===== src/rtl/ata_pio_pkg.sv =====
package ata_pio_pkg;
  localparam int unsigned CODE_W = 2;
  localparam int unsigned CNT_W  = 3;
  localparam int unsigned N_DRV  = 2;

  typedef enum logic [1:0] {PH_IDLE, PH_STRB, PH_RECV} phase_e;

  typedef struct packed {
    logic [CNT_W-1:0] isp;
    logic [CNT_W-1:0] rtc;
    logic             ie;
  } tim_t;

  function automatic logic [CNT_W-1:0] code2clk(input logic [CODE_W-1:0] code,
                                                 input int unsigned base);
    return CNT_W'(base) - CNT_W'(code);
  endfunction
endpackage


===== src/rtl/ata_tim_sel.sv =====
module ata_tim_sel
  import ata_pio_pkg::*;
#(
  parameter int unsigned ISP_BASE = 5,
  parameter int unsigned RTC_BASE = 4
) (
  input  logic              dsel_i,
  input  logic              slave_tim_en_i,
  input  logic [CODE_W-1:0] m_isp_i,
  input  logic [CODE_W-1:0] m_rtc_i,
  input  logic [CODE_W-1:0] s_isp_i,
  input  logic [CODE_W-1:0] s_rtc_i,
  input  logic [N_DRV-1:0]  iordy_en_i,
  input  logic [N_DRV-1:0]  dma_only_i,
  input  logic              data_i,
  output tim_t              tim_o
);
  logic              use_slv, compat;
  logic [CODE_W-1:0] isp_c, rtc_c;

  assign use_slv = dsel_i & slave_tim_en_i;
  assign compat  = data_i & dma_only_i[dsel_i];

  always_comb begin
    isp_c = use_slv ? s_isp_i : m_isp_i;
    rtc_c = use_slv ? s_rtc_i : m_rtc_i;
    if (compat) begin
      isp_c = '0;
      rtc_c = '0;
    end
  end

  assign tim_o.isp = code2clk(isp_c, ISP_BASE);
  assign tim_o.rtc = code2clk(rtc_c, RTC_BASE);
  assign tim_o.ie  = iordy_en_i[dsel_i];
endmodule


===== src/rtl/ata_strobe_seq.sv =====
module ata_strobe_seq
  import ata_pio_pkg::*;
(
  input  logic clk_i,
  input  logic rst_ni,
  input  logic acc_i,
  input  logic req_wr_i,
  input  logic req_data_i,
  input  logic iordy_i,
  input  tim_t tim_i,
  output logic sel_data_o,
  output logic dior_no,
  output logic diow_no,
  output logic done_o,
  output logic busy_o
);
  phase_e           ph_q;
  logic [CNT_W-1:0] cnt_q, rtc_q;
  logic             ie_q, pend_q, pend_wr_q, pend_data_q;
  logic             last, ready, launch, launch_wr;

  assign last       = (cnt_q <= CNT_W'(1));
  assign ready      = ~ie_q | iordy_i;
  assign launch     = (ph_q == PH_IDLE && acc_i) ||
                      (ph_q == PH_RECV && last && (pend_q || acc_i));
  assign launch_wr  = (ph_q == PH_RECV && pend_q) ? pend_wr_q : req_wr_i;
  assign sel_data_o = (ph_q == PH_RECV && pend_q) ? pend_data_q : req_data_i;
  assign busy_o     = (ph_q != PH_IDLE);

  always_ff @(posedge clk_i or negedge rst_ni) begin
    if (!rst_ni) begin
      ph_q        <= PH_IDLE;
      cnt_q       <= '0;
      rtc_q       <= '0;
      ie_q        <= 1'b0;
      pend_q      <= 1'b0;
      pend_wr_q   <= 1'b0;
      pend_data_q <= 1'b0;
      dior_no     <= 1'b1;
      diow_no     <= 1'b1;
      done_o      <= 1'b0;
    end else begin
      done_o <= 1'b0;
      if (launch) begin
        ph_q    <= PH_STRB;
        cnt_q   <= tim_i.isp;
        rtc_q   <= tim_i.rtc;
        ie_q    <= tim_i.ie;
        pend_q  <= 1'b0;
        dior_no <= launch_wr;
        diow_no <= ~launch_wr;
      end else begin
        unique case (ph_q)
          PH_STRB: begin
            if (!last) cnt_q <= cnt_q - 1'b1;
            else if (ready) begin
              ph_q    <= PH_RECV;
              cnt_q   <= rtc_q;
              dior_no <= 1'b1;
              diow_no <= 1'b1;
              done_o  <= 1'b1;
            end
          end
          PH_RECV: begin
            if (!last) begin
              cnt_q <= cnt_q - 1'b1;
              if (acc_i && !pend_q) begin
                pend_q      <= 1'b1;
                pend_wr_q   <= req_wr_i;
                pend_data_q <= req_data_i;
              end
            end else begin
              ph_q <= PH_IDLE;
            end
          end
          default: ;
        endcase
      end
    end
  end
endmodule


===== src/rtl/ata_pio_timer.sv =====
module ata_pio_timer
  import ata_pio_pkg::*;
#(
  parameter int unsigned ISP_BASE = 5,
  parameter int unsigned RTC_BASE = 4
) (
  input  logic              clk_i,
  input  logic              rst_ni,
  input  logic              dec_en_i,
  input  logic              slave_tim_en_i,
  input  logic [CODE_W-1:0] m_isp_i,
  input  logic [CODE_W-1:0] m_rtc_i,
  input  logic [CODE_W-1:0] s_isp_i,
  input  logic [CODE_W-1:0] s_rtc_i,
  input  logic [N_DRV-1:0]  iordy_en_i,
  input  logic [N_DRV-1:0]  dma_only_i,
  input  logic              dh_wr_i,
  input  logic              dh_bit4_i,
  input  logic              req_i,
  input  logic              req_wr_i,
  input  logic              req_data_i,
  input  logic              iordy_i,
  output logic              dior_no,
  output logic              diow_no,
  output logic              done_o,
  output logic              busy_o
);
  logic dsel_q, sel_data;
  tim_t tim;

  // drive select snooped from drive/head register writes
  always_ff @(posedge clk_i or negedge rst_ni) begin
    if (!rst_ni)      dsel_q <= 1'b0;
    else if (dh_wr_i) dsel_q <= dh_bit4_i;
  end

  ata_tim_sel #(.ISP_BASE(ISP_BASE), .RTC_BASE(RTC_BASE)) i_sel (
    .dsel_i         (dsel_q),
    .slave_tim_en_i (slave_tim_en_i),
    .m_isp_i        (m_isp_i),
    .m_rtc_i        (m_rtc_i),
    .s_isp_i        (s_isp_i),
    .s_rtc_i        (s_rtc_i),
    .iordy_en_i     (iordy_en_i),
    .dma_only_i     (dma_only_i),
    .data_i         (sel_data),
    .tim_o          (tim)
  );

  ata_strobe_seq i_seq (
    .clk_i      (clk_i),
    .rst_ni     (rst_ni),
    .acc_i      (req_i & dec_en_i),
    .req_wr_i   (req_wr_i),
    .req_data_i (req_data_i),
    .iordy_i    (iordy_i),
    .tim_i      (tim),
    .sel_data_o (sel_data),
    .dior_no    (dior_no),
    .diow_no    (diow_no),
    .done_o     (done_o),
    .busy_o     (busy_o)
  );
endmodule


===== config.mk =====
export PLATFORM = sky130hd
export DESIGN_NAME = ata_pio_timer
export DESIGN_NICKNAME = d
export VERILOG_FILES = /design/src/rtl/ata_pio_pkg.sv /design/src/rtl/ata_tim_sel.sv /design/src/rtl/ata_strobe_seq.sv /design/src/rtl/ata_pio_timer.sv
export SDC_FILE = /design/constraint.sdc
export NUM_CORES = 1
export LEC_CHECK = 0
export BUFFER_PORTS_ARGS = -buffer_cell sky130_fd_sc_hd__buf_4
export CORE_MARGIN = 2
export CORE_UTILIZATION = 40
export CTS_BUF_LIST = sky130_fd_sc_hd__clkbuf_2 sky130_fd_sc_hd__clkbuf_4 sky130_fd_sc_hd__clkbuf_8
export CTS_CLUSTER_SIZE = 16
export DETAILED_ROUTE_END_ITERATION = 16
export SETUP_SLACK_MARGIN = 0.2
export SYNTH_ARGS = -nofsm -noshare
export SYNTH_HDL_FRONTEND = slang
export SYNTH_HIERARCHICAL = 1
export SYNTH_SLANG_ARGS = --single-unit

===== constraint.sdc =====
create_clock -name clk_i -period 4.19 [get_ports clk_i]
set_input_delay 0 -clock clk_i [delete_from_list [all_inputs] [get_ports clk_i]]
set_output_delay 0 -clock clk_i [all_outputs]
set_load 0.005 [all_outputs]

; ---- Yosys cells after proc, flatten, opt, wreduce, memory -nomap -nowiden
; Index checks and enable logic that the tools add are counted.
[classes]
muxes = 33
eq_ne = 8
add_sub_neg = 3
magnitude_cmp = 2
reduce_logical = 21
bitwise_logic = 8
[op_table]
columns = operator, n
row1 = two-way mux 1 bit, 19
row2 = two-way mux 2 bit, 8
row3 = two-way mux 3 bit, 4
row4 = nonzero test 2 bit, 6
row5 = "!= test 3 x 1 -> 1 bit, second input constant", 3
row6 = AND reduction 3 bit, 3
row7 = AND reduction 4 bit, 2
row8 = case mux 3 bit (2 select lines), 1
row9 = "subtractor 3 x 2 -> 3 bit, first input constant", 2
row10 = logical AND 1 bit, 5
row11 = "!= test 4 bit, second input constant", 1
row12 = NOT 1 bit, 4
row13 = case mux 2 bit (2 select lines), 1
row14 = AND 1 bit, 3
row15 = "less-or-equal comparator 3 x 1 -> 1 bit, second input constant", 1
row16 = "!= test 3 bit, second input constant", 1
row17 = nonzero test 3 bit, 1
row18 = "subtractor 3 x 1 -> 3 bit, second input constant", 1
row19 = "equality test 2 x 1 -> 1 bit, second input constant", 1
row20 = "equality test 2 bit, second input constant", 1
row21 = zero test 2 bit, 1
row22 = logical OR 1 bit, 2
row23 = "less-than comparator 1 x 2 -> 1 bit, second input constant", 1
row24 = "!= test 2 bit, second input constant", 1
row25 = other kinds (2), 2
[totals]
inputBits = 22
word_cells = 86
output_inout_bits = 4
ff_bits = 16

; ---- Depth between registers and ports, before layout
; Gate-level depths: netlist of the first run.
[logic_depth]
ltp_word = 7
mapped_depth = 7

; ---- Hierarchy
; The synthesis of the first run kept the hierarchy.
[by_module_without_submodules]
columns = module, area_per_inst_um2, n_inst, cells_per_inst
row1 = ata_strobe_seq, 935.9, 1, 84
row2 = ata_tim_sel, 161.4, 1, 20
row3 = ata_pio_timer, 46.3, 1, 3

; ---- Worst setup path before layout of the first run
; Ideal clock, no wire load.
[synth_timing]
path_type = register to register
start = register i_seq.ph_q[0]
end = register i_seq.rtc_q[1]
path_stages_with_launch = 8
n_path_buf = 1
setup_slack_ps = 2300
setup_ps = 127
required_ps = 4063
arrival_ps = 1762
synth_period_minus_slack_ps = 1890
path_cell_list = dfrtp_1 -> buf_2 -> nand3b_1 -> mux2_2 -> inv_1 -> o22ai_1 -> ha_1 -> mux2_1
[synth_rtl]
columns = element, line_no
row1 = from (decl), ata_strobe_seq.sv:17  ; phase_e ph_q;
row2 = from (signal assigned), ata_strobe_seq.sv:32  ; ph_q <= PH_IDLE;
row3 = from (signal assigned), ata_strobe_seq.sv:45  ; ph_q <= PH_STRB;
row4 = from (signal assigned), ata_strobe_seq.sv:57  ; ph_q <= PH_RECV;
row5 = to (signal assigned), ata_strobe_seq.sv:47  ; rtc_q <= tim_i.rtc;
row6 = to (decl), ata_strobe_seq.sv:18  ; logic [CNT_W-1:0] cnt_q, rtc_q;

; ---- Final worst setup path of the first run
[layout_timing]
start = register i_seq.cnt_q[1]
end = register i_seq.cnt_q[0]
[layout_via]
elab_chain_len = 6
elab_cells_between_ends = 11
[layout_lines]
columns = element, line_no
row1 = from (decl), ata_strobe_seq.sv:18
row2 = from (signal assigned), ata_strobe_seq.sv:46  ; cnt_q <= tim_i.isp;
row3 = from (signal assigned), ata_strobe_seq.sv:55  ; if (!last) cnt_q <= cnt_q - 1'b1;
row4 = from (signal assigned), ata_strobe_seq.sv:58  ; cnt_q <= rtc_q;
row5 = less-or-equal comparator 3 x 1 -> 1 bit (*), ata_strobe_seq.sv:22  ; assign last = (cnt_q <= CNT_W'(1));
row6 = logical AND 1 bit (2 in series), ata_strobe_seq.sv:25  ; (ph_q == PH_RECV && last && (pend_q || acc_i));
row7 = logical OR 1 bit, ata_strobe_seq.sv:24  ; assign launch = (ph_q == PH_IDLE && acc_i) ||
row8 = "!= test 4 bit (no source line), or another cell as far along", --
row9 = AND reduction 3 bit (no source line), --
; Mark *: on every way between the ends. The rest lies on a longest branch, timed or not.
; A chain may end at the register's enable or synchronous reset.

==> key figures, run 1 <==
Timing
  • Setup tns final: 0 ns
  • Slew HR: 48.9%
  • Unrepaired setup endpoints after global routing: no
  • Fmax achieved: approximately 470 MHz
  • Clock Skew: ~0.0046 ns
  • Setup violators final: 0
  • Fin crit share: about half
  • Actual slew at the worst max-slew pin: 0.764 ns
  • Fin crit period: about 2.1 ns
  • Setup slack after layout: a little over 2 ns
  • Fin. Hold Viols: 0
  • Fin. max-slew vios: 0

Placed design
  • PortBufs: 25
  • Detail Placement HPWL: 1860 um
  • Inst Count DP: between 150 and 200
  • DP Area: around 0.0013 sq mm
  • Routability cong.: 0.806
  • Dpl ws: ~2.0 ns

Detailed routing
  • DR WL/cell: ~15 um
  • DRT iter0 DRCs: 12
  • WL final: ~2500 um
  • DR vias: between 900 and 1,000
  • Final ANT Viol Nets: 0
  • DRT Pass-1 Iters: 5
  • Avg Vias per Cell: a little under 6
  • Post-route DRC: 0

Layout
  • Nets: approximately 160
  • Register Area: between 400 and 500 sq um
  • Multi-input logic area: approximately 700 sq um
  • Antenna Diode Count: 0
  • Final Non-Filler Cells: ~170
  • Area growth from synthesis to layout: 24.5%
  • Layout fillers: roughly 260
  • Design area: approximately 0.0014 sq mm
  • Layout cells sized above 1: 35.0%

Power
  • Peak VDD IR: about 360 uV
  • Logic pwr share: between 50% and 60%
  • Flop pwr share: 35.5%
  • Part of the power in the clock network: 11.4%
  • Net Sw Power: between 0.3 and 0.4 mW
  • PD cells: around 640 mW/mm^2
  • Leakage: around 0.63 nW
  • Pint: 0.531 mW
  • Sw Share: around 42%

Synth
  • Syn avg cell area: between 10 and 15 sq um
  • Top-count cell post-synth: dfrtp_1
  • Synthesized flop and latch total: 16
  • Top cell type's share of synthesized area: approximately 31%
  • Syn Nets: 132
  • Post-synthesis cell type count: between 50 and 60
  • Warnings, synthesis: 6
  • Synthesized cell area: roughly 0.0011 sq mm
  • Top cells by count, synth: 14 x dfrtp_1, 5 x and3_1, 5 x mux2_2, 5 x nor2b_1
  • Number of synthesized flops with an enable pin: 0
  • Most frequently used flop master after synthesis: dfrtp_1
  • Register area share after synthesis: a little over a third
  • Dominant cell type by area after synthesis: dfrtp_1
  • Leading cell types by total area after synthesis: dfrtp_1 31%, mux2_2 4.9%, dfstp_2 4.6%
  • Synth Instances: between 100 and 150
  • Async SR Flop Fraction: 100%

GRT
  • First-pass GRT wire length: between 4000 and 5000 um
  • GRT overflow: 0
  • Initial antenna violation count: 0
  • GR Util met3: 4.76%
  • Met1 Use GR: between 20% and 30%
  • Busiest grt layer: met2
  • Total track usage: about 17%
  • Vias in the first global route: ~960
  • Largest net degree at the start of global routing: 17
  • Met2 Track Usage GR: between 20 and 30%

Worst setup path
  • Crit Path Max Fanout: 12
  • R2R Setup Slk: between 2 and 2.5 ns
  • Setup crit end: i_seq/cnt_q[0]$_DFFE_PN0P_
  • Worst R2R Start: i_seq/cnt_q[1]$_DFFE_PN0P_
  • Max stage delay on crit path: between 0.7 and 0.8 ns
  • R2R depth: 6
  • CP required: about 4.4 ns
  • Startpoint types: register
  • CP arrival: about 2.3 ns
  • CP Cell Sequence: inv_1, ha_1, o21ba_2, o41ai_4, o2bb2ai_1, a221o_1
  • CP Launch Point: i_seq/cnt_q[1]$_DFFE_PN0P_
  • Reg2reg end: i_seq/cnt_q[0]$_DFFE_PN0P_
  • Crit Path Class: reg2reg
  • CP max-delay cell: o41ai_4
  • CP Capture Type: register

Floorplan
  • Io pins: 26
  • Die Ht: between 50 and 60 um
  • Num rows: 19
  • Core Area: ~0.0027 sq mm
  • Starting Density: 41.8%
  • Die W: about 57 um
  • Die ar.: 0.00330 sq mm

Status
  • Outcome: completed

Clock tree
  • Max clock buf depth: 2
  • Clk root buf: clkbuf_4
  • CTS Buf Count: 3
  • TritonCTS clock tree: yes
  • Buffer count from post-CTS setup fixing: 0
  • CTS HTree Levels: 1
  • Clk_lat worst skew: a little under 0.3 ns
  • CTS Sinks: 16
  • Clock transition at path regs: ~0.10 ns

Worst hold path
  • Hold Path Stages: 3
  • Hold Crit Class: in2reg

Run
  • Maxcap violations: 0
## how the worst min path moves through the flow
stage | startpoint | endpoint
global route | iordy_en_i[1] | i_seq/ie_q$_DFFE_PN0P_
global placement | rst_ni | i_seq/cnt_q[0]$_DFFE_PN0P_
floorplan | rst_ni | dsel_q$_DFFE_PN0P_
detailed placement | rst_ni | i_seq/cnt_q[2]$_DFFE_PN0P_
CTS | iordy_en_i[1] | i_seq/ie_q$_DFFE_PN0P_
finish | iordy_en_i[1] | i_seq/ie_q$_DFFE_PN0P_
## registers in the layout, indices dropped and copies added (netlist names)
name	flops
i_seq/pend_wr_q	1
i_seq/pend_data_q	1
dsel_q	1
i_seq/ie_q	1
i_seq/cnt_q	3
i_seq/ph_q	2
i_seq/pend_q	1
i_seq/done_o	1
i_seq/rtc_q	3
i_seq/dior_no	1
i_seq/diow_no	1
## critical path: cells and delay by family (launching register included)
kind,cells,cell delay (ns)
adder cells (fa/ha/maj),1,0.17
buffers and inverters,1,0.11
AO/OA/AOI/OAI,4,1.33
flip-flops,1,0.42
## layout by cell type (no fill, tap or decap), drive strengths merged, types with 2 or more instances in the layout
master	instances
o21bai	3
buf	25
and3	5
dfstp	2
dlygate4sd3	5
nor4	2
mux2	10
ha	3
inv	5
clkbuf	4
nand2	2
a31oi	2
a2bb2oi	2
a21oi	2
nand2b	2
nor2	4
o22a	2
a22oi	2
nor2b	5
o22ai	5
a21boi	4
and2	3
nor3	2
dfrtp	14
a2111oi	2
## area by class of cell
type                       instances  area share (%)
timing repair buffer              30            16.7
multi-input combinational         82            48.4
tap                               31            2.72
sequential                        16            28.3
clock buffer                       4            2.55
inverter                           5            1.32
## kinds of logic after synthesis
kind of cell             Yosys count  synth area share, %
flip-flops                        16                 35.2
AO/OA/AOI/OAI                     34                 27.1
multiplexers                      11                 11.4
AND/OR/NAND/NOR                   34                 18.5
buffers and inverters              9                 4.48
adder cells (fa/ha/maj)            3                 3.28
## power by group through the flow
stage	Clock (mW)	Sequential, mW	Combinational, mW
after CTS	0.109	0.322	0.482
final	0.104	0.323	0.483
after floorplan	0	0.288	0.400
after global routing	0.118	0.340	0.536
after detailed placement	0	0.325	0.476
after global placement	0	0.321	0.475
## per-layer routing
layer / routed length (um) / up-vias
met5: 0 / -
met4: 27 / 0
met3: 107 / 5
met2: 1200 / 22
met1: 1150 / 487
li1: - / 476
## through the flow
stage          hold slack, ns  utilization (%)  power [mW]
2_1_floorplan          -0.296                -       0.687
3_3_place_gp           -0.125             48.9       0.795
3_5_place_dp           -0.127             48.9       0.801
4_1_cts                0.0410             52.1       0.912
5_1_grt                0.0427             52.1       0.993
6_report               0.0530             52.1       0.909
## repair_timing
action / in CTS / in global routing
hold endpoints to repair: 19 / 0
resized for setup: 0 / 0
hold buffers: 5 / 0
No activity file was read; power rests on OpenSTA's default activity.
==> inputs of run 2 (changes only) <==
ABC_AREA = 1   (was unset)
clock period = 1.74 ns   (was 4.19 ns; I/O delays follow)
==> key figures, run 2 <==
Status
  • Outcome: completed

Floorplan
  • Io pins: 26
  • Die Ht: about 57 um
  • Die ar.: approximately 0.0033 sq mm
  • Core Area: between 0.002 and 0.003 sq mm
  • Starting Density: roughly two fifths
  • Num rows: 19
  • Die W: approximately 57 um

Clock tree
  • Clock transition at path regs: ~0.10 ns
  • CTS Buf Count: 3
  • Clk_lat worst skew: between 0.2 and 0.3 ns
  • TritonCTS clock tree: yes
  • CTS Sinks: 16
  • Max clock buf depth: 2
  • Clk root buf: clkbuf_4
  • CTS HTree Levels: 1

Layout
  • Nets: between 200 and 250
  • Most frequent cells in the layout: 51 x nand2_1, 34 x buf_4, 20 x inv_1, 14 x dfrtp_1, 14 x nand3_1
  • Area growth from synthesis to layout: 33.4%
  • Antenna Diode Count: 0
  • Most common library cell in the layout ignoring fill and taps: nand2_1
  • Multi-input logic area: ~630 sq um
  • Layout cells sized above 1: ~37%
  • Layout fillers: about 280
  • Register Area: about 400 sq um
  • Design area: roughly 0.0015 sq mm
  • Final core utilization: between 50% and 60%
  • Biggest regs: i_seq/cnt_q x3, i_seq/rtc_q x3, i_seq/ph_q x2

Worst setup path
  • CP required: a little under 2 ns
  • Crit Path Max Fanout: 4
  • CP Cell Sequence: nor2_4, nand2_4, nor2_4, a21oi_4, nand3_4, nand2_2, ha_1, nand2_1, o21ai_2
  • CP most frequent cell: nor2_4
  • CP arrival: 1.66 ns
  • Crit Path Class: reg2reg
  • Max stage delay on crit path: 0.41 ns
  • Startpoint types: register
  • CP Capture Type: register
  • CP max-delay cell: dfrtp_1

Detailed routing
  • Final ANT Viol Nets: 0
  • DR vias: 1,111
  • Avg Vias per Cell: slightly below 5
  • DRT iter0 DRCs: 48
  • WL final: 2600 um
  • Post-route DRC: 0
  • DR WL/cell: about 11 um
  • DRT Pass-1 Iters: 4

GRT
  • Total track usage: between 10% and 20%
  • GR Util met3: under 10%
  • Vias in the first global route: approximately 1,100
  • Largest net degree at the start of global routing: 17
  • Initial antenna violation count: 0
  • GRT overflow: 0
  • Busiest grt layer: met2
  • Met2 Track Usage GR: 30.0%
  • First-pass GRT wire length: between 4000 and 5000 um
  • Met1 Use GR: roughly a fifth

Run
  • Maxcap violations: 0

Placed design
  • Detail Placement HPWL: between 1500 and 2000 um
  • Routability cong.: around 0.91
  • PortBufs: 25
  • DP Area: 0.00134 sq mm

Timing
  • Hold slack: roughly 0.012 ns
  • Fin. max-slew vios: 0
  • Clock Skew: around 0.0016 ns
  • Fin crit share: between 80% and 90%
  • Fin crit period: 1.47 ns
  • Fmax achieved: 681 MHz
  • Fin. Hold Viols: 0
  • Setup tns final: 0 ns
  • Unrepaired setup endpoints after global routing: no
  • Setup violators final: 0
  • Slew HR: roughly three quarters
  • Actual slew at the worst max-slew pin: a little under 0.4 ns

Power
  • Peak VDD IR: 384 uV
  • PD cells: between 400 and 500 mW/mm^2
  • Leakage: 0.858 nW

Synth
  • Number of synthesized flops with an enable pin: 0
  • Synthesized flop and latch total: 16
  • Top-count cell post-synth: nand2_1
  • Syn avg cell area: roughly 7.3 sq um
  • Async SR Flop Fraction: between 90% and 100%
  • Warnings, synthesis: 6
  • Top cell type's share of synthesized area: between 30% and 40%
  • Register area share after synthesis: 35.3%
  • Post-synthesis cell type count: 25
  • Syn Nets: between 150 and 200
  • Top cells by count, synth: 52 x nand2_1, 20 x inv_1, 14 x dfrtp_1, 14 x nand3_1, 8 x nor2_1
  • Synthesized cell area: 0.00114 sq mm
  • Most frequently used flop master after synthesis: dfrtp_1
  • Dominant cell type by area after synthesis: dfrtp_1
  • Leading cell types by total area after synthesis: dfrtp_1 31%, nand2_1 17%, inv_1 6.6%
  • Synth Instances: around 160

Worst hold path
  • Hold Crit Class: in2reg
-- run 2: logic make-up (layout without fill, tap and decap cells) --
| kind of cell | Yosys count | after routing | share of synthesized area, % |
|---|---|---|---|
| fa+ha+maj | 3 | 3 | 3.29 |
| buf+inv | 28 | 69 | 11.3 |
| flops | 16 | 16 | 35.3 |
| xor+xnor | 1 | 1 | 0.769 |
| simple gates | 92 | 92 | 40.5 |
| compound gates | 16 | 16 | 8.78 |
-- run 2: report_power, final --
group | switching [mW] | internal, mW
combinational | 0.0481 | 0.0581
clock | 0.123 | 0.127
sequential | 0.00729 | 0.374
total | 0.178 | 0.559
-- run 2: worst max-delay path: cells and delay by family, from the launching register on --
kind,cells,cell delay (ns)
compound gates,2,0.09
flops,1,0.41
fa+ha+maj,1,0.29
simple gates,6,0.57
-- run 2: worst paths after layout --
kind / start / endpoint / slack [ns] / cells past startpoint
worst max register to register: i_seq/ph_q[0]$_DFFE_PN0P_ / i_seq/rtc_q[1]$_DFFE_PN0P_ / 0.27 / 9
max in group asynchronous: rst_ni / i_seq/diow_no$_DFFE_PN1P_ / 1.39 / 2
worst min register to register: i_seq/diow_no$_DFFE_PN1P_ / i_seq/diow_no$_DFFE_PN1P_ / 0.49 / 2
min in group asynchronous: rst_ni / i_seq/rtc_q[0]$_DFFE_PN0P_ / 0.10 / 2
worst min-delay path: iordy_en_i[0] / i_seq/ie_q$_DFFE_PN0P_ / 0.01 / 5
worst max-delay path: i_seq/ph_q[0]$_DFFE_PN0P_ / i_seq/rtc_q[1]$_DFFE_PN0P_ / 0.27 / 9
-- run 2: through the flow --
step                cells  setup WS [ns]  power [mW]
global placement      210          0.193       0.485
detailed placement    210          0.156       0.487
CTS                   222          0.219       0.750
floorplan             156          0.239       0.437
finish                228          0.273       0.737
global route          228          0.197       0.781
-- run 2: layout make-up --
| cell class | count | share of cell area (%) |
|---|---|---|
| Sequential cell | 16 | 26.5 |
| Tap cell | 31 | 2.55 |
| Clock buffer | 4 | 2.39 |
| Inverter | 26 | 6.75 |
| Timing Repair Buffer | 39 | 20.1 |
| Multi-Input combinational cell | 112 | 41.7 |
-- run 2: timing repair --
item                                   CTS  global route
gates resized for setup                  0             6
hold buffers                             5             0
buffers inserted                         3             6
pin swaps                                1             3
setup endpoints to repair                1             9
endpoints found under the hold margin   18             0
-- run 2: layer usage --
metal	routed length [um]	vias to the layer above	part of all wire [%]
met3	92	4	3.5
met1	1180	517	45
met5	0	-	0
li1	-	566	-
met2	1300	24	50
met4	29	0	1.1
==> inputs of run 3 (changes only) <==
ABC_AREA = 0   (was 1)
clock period = 1.5 ns   (was 1.74 ns; I/O delays follow)
==> key figures, run 3 (synthesis gave the netlist of run 1 again) <==
Timing
  • Fin. Hold Viols: 0
  • Setup tns final: -2.39 ns
  • Slew HR: approximately 62%
  • Clock Skew: about 0.001 ns
  • Unrepaired setup endpoints after global routing: yes
  • Fin crit share: 118%
  • Fmax achieved: between 500 and 600 MHz
  • Setup violators final: 12
  • Actual slew at the worst max-slew pin: between 0.5 and 0.6 ns
  • Fin. max-slew vios: 0
  • Hold slack: ~0.073 ns
  • Fin crit period: between 1.5 and 2 ns
  • Setup slack after layout: -0.266 ns

Detailed routing
  • DRT Pass-1 Iters: 4
  • Post-route DRC: 0
  • DR WL/cell: 15.6 um
  • Avg Vias per Cell: 5.62
  • WL final: between 3000 and 4000 um
  • DRT iter0 DRCs: 33
  • Final ANT Viol Nets: 0
  • DR vias: around 1,200

Layout
  • Nets: 203
  • Area growth from synthesis to layout: 68.9%
  • Most frequent cells in the layout: 56 x buf_4, 12 x dfrtp_1, 7 x mux2_4, 6 x buf_6
  • Most common library cell in the layout ignoring fill and taps: buf_4
  • Final core utilization: 70.7%
  • Antenna Diode Count: 0
  • Layout cells sized above 1: between 60 and 70%
  • Biggest regs: i_seq/cnt_q x3, i_seq/rtc_q x3, i_seq/ph_q x2
  • Layout fillers: approximately 210

Worst setup path
  • R2R Setup Slk: -0.27 ns
  • Reg2reg end: i_seq/cnt_q[2]$_DFFE_PN0P_
  • CP arrival: approximately 1.9 ns
  • Worst R2R Start: i_seq/cnt_q[0]$_DFFE_PN0P_
  • CP required: roughly 1.7 ns
  • Crit Path Max Fanout: 5
  • Crit Path Class: reg2reg
  • CP Capture Type: register
  • CP max-delay cell: dfrtp_2
  • Max stage delay on crit path: about 0.46 ns
  • CP Cell Sequence: ha_4, o21ba_4, o41ai_4, buf_4, clkbuf_16, a221oi_4, o22ai_2
  • R2R depth: 7
  • Startpoint types: register

Worst hold path
  • WHS Endpoint: i_seq/ie_q$_DFFE_PN0P_
  • Hold Crit Class: in2reg
  • Hold Path Stages: 3
  • Hold_sp: iordy_en_i[1]

Power
  • Part of the power in the clock network: ~7.7%
  • Peak VDD IR: between 1000 and 1500 uV
  • Logic pwr share: 70.2%
  • Flop pwr share: approximately 22%
  • Leakage: around 0.87 nW
  • Sw Share: about two fifths
  • PD cells: slightly below 2000 mW/mm^2
  • Pint: 2.34 mW
  • Net Sw Power: between 1 and 1.5 mW

Clock tree
  • CTS Buf Count: 3
  • Max clock buf depth: 2
  • CTS HTree Levels: 1
  • Clk_lat worst skew: 0.29 ns
  • CTS Sinks: 16
  • Clk root buf: clkbuf_4
  • TritonCTS clock tree: yes
  • Clock transition at path regs: ~0.1 ns

GRT
  • Largest net degree at the start of global routing: 17
  • Met1 Use GR: approximately 29%
  • Initial antenna violation count: 0
  • GRT overflow: 0
  • First-pass GRT wire length: ~5500 um
  • Total track usage: a little over a fifth
  • Busiest grt layer: met2
  • Met2 Track Usage GR: a little over a third
  • GR Util met3: 3.63%
  • Vias in the first global route: 1,198

Floorplan
  • Starting Density: between 40% and 50%
  • Io pins: 26
  • Die Ht: ~57 um
  • Num rows: 19
  • Core Area: approximately 0.0027 sq mm
  • Die ar.: 0.00330 sq mm
  • Die W: about 57 um

Placed design
  • Routability cong.: a little under 0.8
  • PortBufs: 25
  • Detail Placement HPWL: approximately 2200 um

Status
  • Outcome: finished, violations left
  • Failing checks: setup timing

Run
  • Maxcap violations: 0
run 3: worst max-delay path by stage:
stage / start / endpoint / slack, ns
CTS: i_seq/ph_q[0]$_DFFE_PN0P_ / i_seq/rtc_q[1]$_DFFE_PN0P_ / -0.25
global placement: i_seq/ph_q[0]$_DFFE_PN0P_ / i_seq/rtc_q[1]$_DFFE_PN0P_ / -0.26
floorplan: i_seq/ph_q[0]$_DFFE_PN0P_ / i_seq/rtc_q[1]$_DFFE_PN0P_ / -0.31
finish: i_seq/cnt_q[0]$_DFFE_PN0P_ / i_seq/cnt_q[2]$_DFFE_PN0P_ / -0.27
detailed placement: i_seq/ph_q[0]$_DFFE_PN0P_ / i_seq/rtc_q[1]$_DFFE_PN0P_ / -0.29
global route: i_seq/cnt_q[0]$_DFFE_PN0P_ / i_seq/cnt_q[2]$_DFFE_PN0P_ / -0.33
run 3: power by group through the flow:
| stage | clock [mW] | sequential, mW | combinational (mW) |
|---|---|---|---|
| floorplan | 0 | 0.837 | 1.25 |
| global placement | 0 | 0.838 | 2.03 |
| detailed placement | 0 | 0.846 | 2.06 |
| CTS | 0.303 | 0.833 | 2.48 |
| global route | 0.324 | 0.878 | 2.91 |
| finish | 0.295 | 0.848 | 2.70 |
run 3: cell type report:
class	instances	area (sq um)	share of cell area [%]
Multi-Input combinational cell	82	842	43.6
Timing Repair Buffer	70	588	30.4
Sequential cell	16	405	21.0
Tap cell	31	38.8	2.01
Clock buffer	4	36.3	1.88
Inverter	5	21.3	1.10
run 3: per-layer routing:
layer | up-vias | part of all wire (%)
li1 | 561 | -
met1 | 572 | 44
met2 | 27 | 50
met3 | 8 | 3.9
met4 | 0 | 1.9
met5 | - | 0
run 3: repair_timing:
action                     4_1_cts  5_1_grt
setup buffers                    7        4
hold buffers                     5        0
hold endpoints to repair        19        0
cloned                           1        0
setup endpoints to repair       16       16
pin swaps                       10        2
gates resized for setup         18        8
run 3: worst max-delay path: cells and delay by family, from the launching register on:
family	cells	cell delay, ns
compound gates	4	0.72
fa+ha+maj	1	0.17
buf+inv	2	0.30
flops	1	0.46
run 3: metrics by stage:
step / worst slack, ns / cells / area, sq um / total power [mW]
detailed placement: -0.293 / 187 / 1620 / 2.91
finish: -0.266 / 208 / 1930 / 3.84
global route: -0.329 / 208 / 1930 / 4.12
CTS: -0.255 / 204 / 1880 / 3.62
floorplan: -0.305 / 107 / 1210 / 2.09
global placement: -0.263 / 187 / 1620 / 2.87
